--- config.mk ---
export PLATFORM = sky130hd
export DESIGN_NAME = chaos_bit_harvester
export DESIGN_NICKNAME = d
export VERILOG_FILES = /design/src/rtl/cbh_pkg.sv /design/src/rtl/cbh_ring_sync.sv /design/src/rtl/cbh_quantizer.sv /design/src/rtl/cbh_pair_corrector.sv /design/src/rtl/chaos_bit_harvester.sv
export SDC_FILE = /design/constraint.sdc
export NUM_CORES = 1
export LEC_CHECK = 0
export BUFFER_PORTS_ARGS = -buffer_cell sky130_fd_sc_hd__buf_4
export CORE_AREA = 2 2 40 42
export CTS_CLUSTER_DIAMETER = 200
export CTS_CLUSTER_SIZE = 24
export DETAILED_ROUTE_END_ITERATION = 6
export DIE_AREA = 0 0 42 44
export PLACE_DENSITY_LB_ADDON = 0.05
export SLEW_MARGIN = 40
export SYNTH_ARGS = -nofsm -noshare
export SYNTH_HDL_FRONTEND = slang
export SYNTH_SLANG_ARGS = --single-unit
--- constraint.sdc ---
create_clock -name clk -period 4.06 [get_ports clk]
set_clock_uncertainty 0.2 [all_clocks]
set_input_delay 0.609 -clock clk [delete_from_list [all_inputs] [get_ports clk]]
set_output_delay 0.609 -clock clk [all_outputs]
set_load 0.02 [all_outputs]
--- src/rtl/cbh_pkg.sv ---
package cbh_pkg;

    localparam int SAMPLE_W = 32;
    localparam int NUM_CH   = 2;

    typedef enum logic {
        CH_X = 1'b0,
        CH_U = 1'b1
    } chan_e;

    // one harvested or corrected bit with its qualifier
    typedef struct packed {
        logic valid;
        logic value;
    } hbit_t;

    function automatic chan_e next_chan(chan_e c);
        return (c == CH_X) ? CH_U : CH_X;
    endfunction

    function automatic logic tap_bit(logic [SAMPLE_W-1:0] s, int unsigned pos);
        return s[pos];
    endfunction

    // pair corrector: unequal pair emits its first bit, equal pair emits nothing
    function automatic hbit_t pair_correct(logic pair_done, logic first, logic second);
        hbit_t r;
        r.valid = pair_done && (first != second);
        r.value = first;
        return r;
    endfunction

endpackage

--- src/rtl/cbh_ring_sync.sv ---
module cbh_ring_sync #(
    parameter int STAGES = 2
) (
    input  logic clk,
    input  logic rst,
    input  logic async_in,
    output logic sync_out
);
    logic [STAGES-1:0] chain;

    generate
        for (genvar s = 0; s < STAGES; s++) begin : g_stage
            if (s == 0) begin : g_first
                always_ff @(posedge clk) begin
                    if (rst) chain[0] <= 1'b0;
                    else     chain[0] <= async_in;
                end
            end else begin : g_next
                always_ff @(posedge clk) begin
                    if (rst) chain[s] <= 1'b0;
                    else     chain[s] <= chain[s-1];
                end
            end
        end
    endgenerate

    assign sync_out = chain[STAGES-1];
endmodule

--- src/rtl/cbh_quantizer.sv ---
module cbh_quantizer
    import cbh_pkg::*;
#(
    parameter int TAP_BIT = 0
) (
    input  logic                clk,
    input  logic                rst,
    input  logic                start,
    input  logic                smp_valid,
    input  logic [SAMPLE_W-1:0] smp_x,
    input  logic [SAMPLE_W-1:0] smp_u,
    output hbit_t               harvested
);
    logic [SAMPLE_W-1:0] chans [NUM_CH];
    logic [NUM_CH-1:0]   taps;
    chan_e               sel;

    assign chans[0] = smp_x;
    assign chans[1] = smp_u;

    generate
        for (genvar g = 0; g < NUM_CH; g++) begin : g_tap
            assign taps[g] = tap_bit(chans[g], TAP_BIT);
        end
    endgenerate

    // channel counter: R4
    always_ff @(posedge clk) begin
        if (rst || !start)  sel <= CH_X;
        else if (smp_valid) sel <= next_chan(sel);
    end

    always_comb begin
        harvested.valid = start && smp_valid;
        harvested.value = taps[sel];
    end
endmodule

--- src/rtl/cbh_pair_corrector.sv ---
module cbh_pair_corrector
    import cbh_pkg::*;
(
    input  logic  clk,
    input  logic  rst,
    input  logic  start,
    input  hbit_t din,
    output hbit_t dout
);
    logic have_first;
    logic first_bit;

    always_ff @(posedge clk) begin
        if (rst || !start) begin
            have_first <= 1'b0;
            first_bit  <= 1'b0;
        end else if (din.valid) begin
            if (!have_first) begin
                have_first <= 1'b1;
                first_bit  <= din.value;
            end else begin
                have_first <= 1'b0;
            end
        end
    end

    always_comb begin
        dout = pair_correct(have_first && din.valid, first_bit, din.value);
    end
endmodule

--- src/rtl/chaos_bit_harvester.sv ---
module chaos_bit_harvester
    import cbh_pkg::*;
#(
    parameter int TAP_BIT     = 0,
    parameter int SYNC_STAGES = 2
) (
    input  logic                clk,
    input  logic                rst,
    input  logic                start,
    input  logic                smp_valid,
    input  logic [SAMPLE_W-1:0] smp_x,
    input  logic [SAMPLE_W-1:0] smp_u,
    input  logic                ring_bit,
    output logic                rand_bit,
    output logic                rand_ready
);
    hbit_t harvested;
    hbit_t corrected;
    logic  ring_q;

    cbh_ring_sync #(.STAGES(SYNC_STAGES)) u_sync (
        .clk      (clk),
        .rst      (rst),
        .async_in (ring_bit),
        .sync_out (ring_q)
    );

    cbh_quantizer #(.TAP_BIT(TAP_BIT)) u_quant (
        .clk       (clk),
        .rst       (rst),
        .start     (start),
        .smp_valid (smp_valid),
        .smp_x     (smp_x),
        .smp_u     (smp_u),
        .harvested (harvested)
    );

    cbh_pair_corrector u_corr (
        .clk   (clk),
        .rst   (rst),
        .start (start),
        .din   (harvested),
        .dout  (corrected)
    );

    // output stage: R7 mixing, R8 strobe and hold
    always_ff @(posedge clk) begin
        if (rst) begin
            rand_ready <= 1'b0;
            rand_bit   <= 1'b0;
        end else if (corrected.valid) begin
            rand_ready <= 1'b1;
            rand_bit   <= corrected.value ^ ring_q;
        end else begin
            rand_ready <= 1'b0;
        end
    end
endmodule

**After elaboration in Yosys (flattened, before gate mapping)**

Index checks and enable logic that the tools add are counted.

- Flip-flop bits (word level): 7
- Input bits: 69
- Word-level logic and storage cells: 22

- $lt $le $gt $ge: 1
- Equality and inequality tests: 1
- Multiplexer cells: 5
- Bitwise logic cells: 2
- Reduce and logical (&&, ||, !) cells: 6

Operator list:

| kind | number |
|---|---|
| $mux 1 | 5 |
| $logic_and 1x1->1 | 3 |
| $lt 1x2->1 const B | 1 |
| $reduce_and 2->1 | 1 |
| $logic_not 1->1 | 1 |
| $logic_or 1x1->1 | 1 |
| $ne 1x1->1 | 1 |
| $not 1->1 | 1 |
| $xor 1x1->1 | 1 |

**Depth between registers and ports, before layout**

- Depth after elaboration: 5
- Mapped depth: 4
- Mapped depth without buffers: 4

**By module**

A second synthesis with hierarchy kept.

- Cell total of the unflattened synthesis: 26
- Area total of the unflattened synthesis: 292.8 sq um

Modules (own cells, without submodules):

| module | times used | cells each | area an instance (sq um) | seq. area each (sq um) |
|---|---|---|---|---|
| cbh_pair_corrector | 1 | 11 | 110.1 | 40.0 |
| chaos_bit_harvester | 1 | 6 | 71.3 | 40.0 |
| cbh_quantizer | 1 | 5 | 58.8 | 20.0 |
| cbh_ring_sync | 1 | 4 | 52.6 | 40.0 |

**Worst setup path before layout**

No wires, ideal clock.

- Path type: input port to flip-flop
- Start: input smp_u[0]
- End: register rand_bit
- Setup time: 0.070 ns
- Data arrival time: 1.286 ns
- Required time: 3.790 ns
- Slack: 2.504 ns
- Stages on the path: 4
- Path buffers: 0
- Path through: mux2i_2 nor4b_2 a211oi_1 a21oi_1

- Word-level cells in the longest chain between the ends: 4

Ends and longest elaborated chain:

| item | line | RTL |
|---|---|---|
| from (decl) | chaos_bit_harvester.sv:12 | `input logic [SAMPLE_W-1:0] smp_u,` |
| $mux 1 (implied by the code) (2 in a row) | cbh_quantizer.sv:35 | `harvested.value = taps[sel];` |
| $ne 1x1->1 | cbh_pkg.sv:28 | `r.valid = pair_done && (first != second);` |
| $logic_and 1x1->1 | cbh_pkg.sv:28 |  |
| to (signal assigned) | chaos_bit_harvester.sv:53 | `rand_bit <= corrected.value ^ ring_q;` |
| to (decl) | chaos_bit_harvester.sv:14 | `output logic rand_bit,` |

No other way between the ends. The select of a mux whose other input is x is not followed.
A chain may end at the register's enable or synchronous reset.

**Worst setup path after layout**

- Start: register rand_bit
- End: output rand_bit

No word-level cell between the ends.

==> impl_metrics.yaml <==
yosys:
  ys_ff_latch: 7
  syn_area_um2: 300.3
  yosysMostFrequentCell: "dfxtp_1"
  synth_nets: 98
  yosys-top-cells-area: "dfxtp_1 (47%), xnor2_1 (8.8%), nor2b_1 (6.3%), nand3_4 (5.8%), a211oi_1 (5.0%)"
  synth_commonest_cells: "dfxtp_1 (7), nor2_1 (4), nor2b_1 (3), xnor2_1 (3), a211oi_1 (2)"
  yosys.area.top_type_share: 0.4667
  yosys_warnings: 0
  seq_area_frac_synth: 0.4667
  yosys.area.top_type: "dfxtp_1"
  netlist_instances: 29
  syn_avg_cell_area_um2: 10.35
  synth_async_sr_flop_share: 0
  yosysUniqueCellTypes: 15
  ys.flop_type: "dfxtp_1"
  synth_edf_count: 0
drt:
  wl_per_cell_um: 9.404
  drc: 0
  vias: 244
  first_pass_iters: 4
  wl_um: 536
  drt_iter0_drc: 4
  drtAntennaViolNets: 0
  via_per_inst: 4.281
global_routing:
  grt_overflow: 0
  grt_max_degree: 7
  grt_use_total: 0.08115
  grt_pass1_wl_mm: 1.055
  grt_pass1_vias: 265
  grt_antenna_before_repair: 0
cts:
  cts_tree: "done"
  clock_latency_ps: 250
  clockRootBuffer: "clkbuf_4"
  cts_resized: 0
  cts-buffers-inserted: 3
  cts.sinks: 7
  holdBufCountCts: 0
  cts_buffer_depth: 2
  clk_pin_slew_ps: 50
  postCtsSetupBuffers: 0
  cts_htree_levels: 1
critical_path:
  path_cells: "buf_4"
  cp.arrival_ps: 800
  cp_max_fo: 4
  critical_path_buf_inv_count: 1
  required_ps: 3250
  cp_top_family: "flip-flops"
  critical_path.max_stage_delay_ps: 380
  ff2ff_setup_slack_ps: 2580
  cp-start-kind: "register"
  cp-end-kind: "output pin"
  crit_type: "register to output pin"
  cp_slowest_cell: "dfxtp_1"
layout:
  area_growth_pct: 35.42
  drive_gt1_frac: 0.3415
  n_antenna_cell: 0
  n_fill_cell: 163
  fin_nets: 111
  final_cell_count_no_fill: 57
power:
  ir_drop_mv: 0.1375
  leakage_nw: 0.1479
  powerDensity_nw_per_um2: 379.5
timing:
  setup_viol: 0
  hold_violations: 0
  fin_crit_sh: 0.3961
  fin_setup_tns_ps: 0
  grt_setup_unrepaired: "no"
  period_needed_ps: 1608
  relSlewSlack: 0.7611
  tightestPinTransition_ps: 351.4
  clock.fmax_mhz: 621.8
  slew_viol_final: 0
floorplan:
  die-height_um: 44
  die_x_um: 42
  dieArea_um2: 1848
  core_area_um2: 1419
  boundaryPins: 71
  initial_core_util: 0.2116
  rows: 14
place:
  gp_congestion: 0.5973
  dpl.hpwl_um: 413.6
  io_buffers: 8
  dp_cells: 53
flow_run:
  drv_cap: 0
min_path:
  holdCritPathClass: "register to register"
status:
  outcome: "finished clean"
==> routing by layer <==
metal,up-vias,wire [µm],global-route usage
met5,-,0,0
met4,0,25,0.09677
met3,4,28,0.02500
met2,8,232,0.1250
met1,109,249,0.08081
li1,123,-,-
==> report_power, final <==
| group | switching, W | total [W] | leakage (nW) | internal, W |
|---|---|---|---|---|
| combinational | 0.00000713 | 0.0000165 | 0.0757 | 0.00000932 |
| clock | 0.0000267 | 0.0000642 | 0.0150 | 0.0000376 |
| sequential | 0.00000223 | 0.0000737 | 0.0573 | 0.0000714 |
==> registers in the layout, indices dropped and copies added, names as in the netlist <==
| register | cells |
|---|---|
| rand_bit | 1 |
| u_quant.sel | 1 |
| u_corr.first_bit | 1 |
| u_corr.have_first | 1 |
| rand_ready | 1 |
| u_sync.chain | 1 |
| u_sync.sync_out | 1 |
==> worst register-to-register path: stages (launching register included) <==
cell	delay, ps
dfxtp_1	370
mux2i_2	380
nor4b_2	260
a211oi_1	70
a21oi_1	130
==> kinds of logic (layout without fill, tap and decap cells) <==
family	count (synthesis)	count (layout)	share of synthesized area
and+or+nand+nor	13	13	0.3000
DFF	7	7	0.4667
AOI/OAI and AO/OA	4	4	0.08748
xor gates and xnor gates	3	3	0.08752
muxes	1	1	0.04582
buffers and inverters	1	13	0.01249
==> stage by stage <==
stage | utilization | hold WS [ps] | instance area, µm² | power [W] | setup WS, ps
floorplan | - | 213.8 | 300.3 | 0.00008373 | 2504
global placement | 0.2681 | 221.7 | 380.4 | 0.00009162 | 2311
detailed placement | 0.2681 | 226.4 | 380.4 | 0.00009175 | 2292
CTS | 0.2866 | 239.0 | 406.6 | 0.0001579 | 2445
global route | 0.2866 | 249.4 | 406.6 | 0.0001633 | 2406
finish | 0.2866 | 232.0 | 406.6 | 0.0001543 | 2452
==> cells in the final DEF (no fill, tap or decap) <==
master	n
buf_4	8
dfxtp_1	7
nor2_1	4
xnor2_1	3
nor2b_1	3
clkbuf_4	3
a211oi_1	2
nand2b_1	1
inv_1	1
mux2i_2	1
nand3_4	1
nor4b_1	1
a31oi_1	1
nand2_1	1
nor4b_2	1
a21oi_1	1
nor3_1	1
clkbuf_1	1
==> area by class of cell <==
type	instances	area, µm²	share of cell area
clock buffer	4	26.28	0.06462
inverter	1	3.754	0.009231
multi-input combinational	21	156.4	0.3846
sequential	7	140.1	0.3446
tap	16	20.02	0.04923
timing repair buffer	8	60.06	0.1477
==> final timing paths <==
path                              startpoint                          to  depth (start not counted)
setup / recovery       rand_bit$_SDFFE_PP0P_                    rand_bit                          1
hold / removal    u_sync.chain[0]$_SDFF_PP0_  u_sync.sync_out$_SDFF_PP0_                          1
setup reg to reg    u_quant.sel$_SDFFE_PP0P_       rand_bit$_SDFFE_PP0P_                          4
hold reg to reg   u_sync.chain[0]$_SDFF_PP0_  u_sync.sync_out$_SDFF_PP0_                          1
Note: power is estimated with default switching activity, not from simulation.
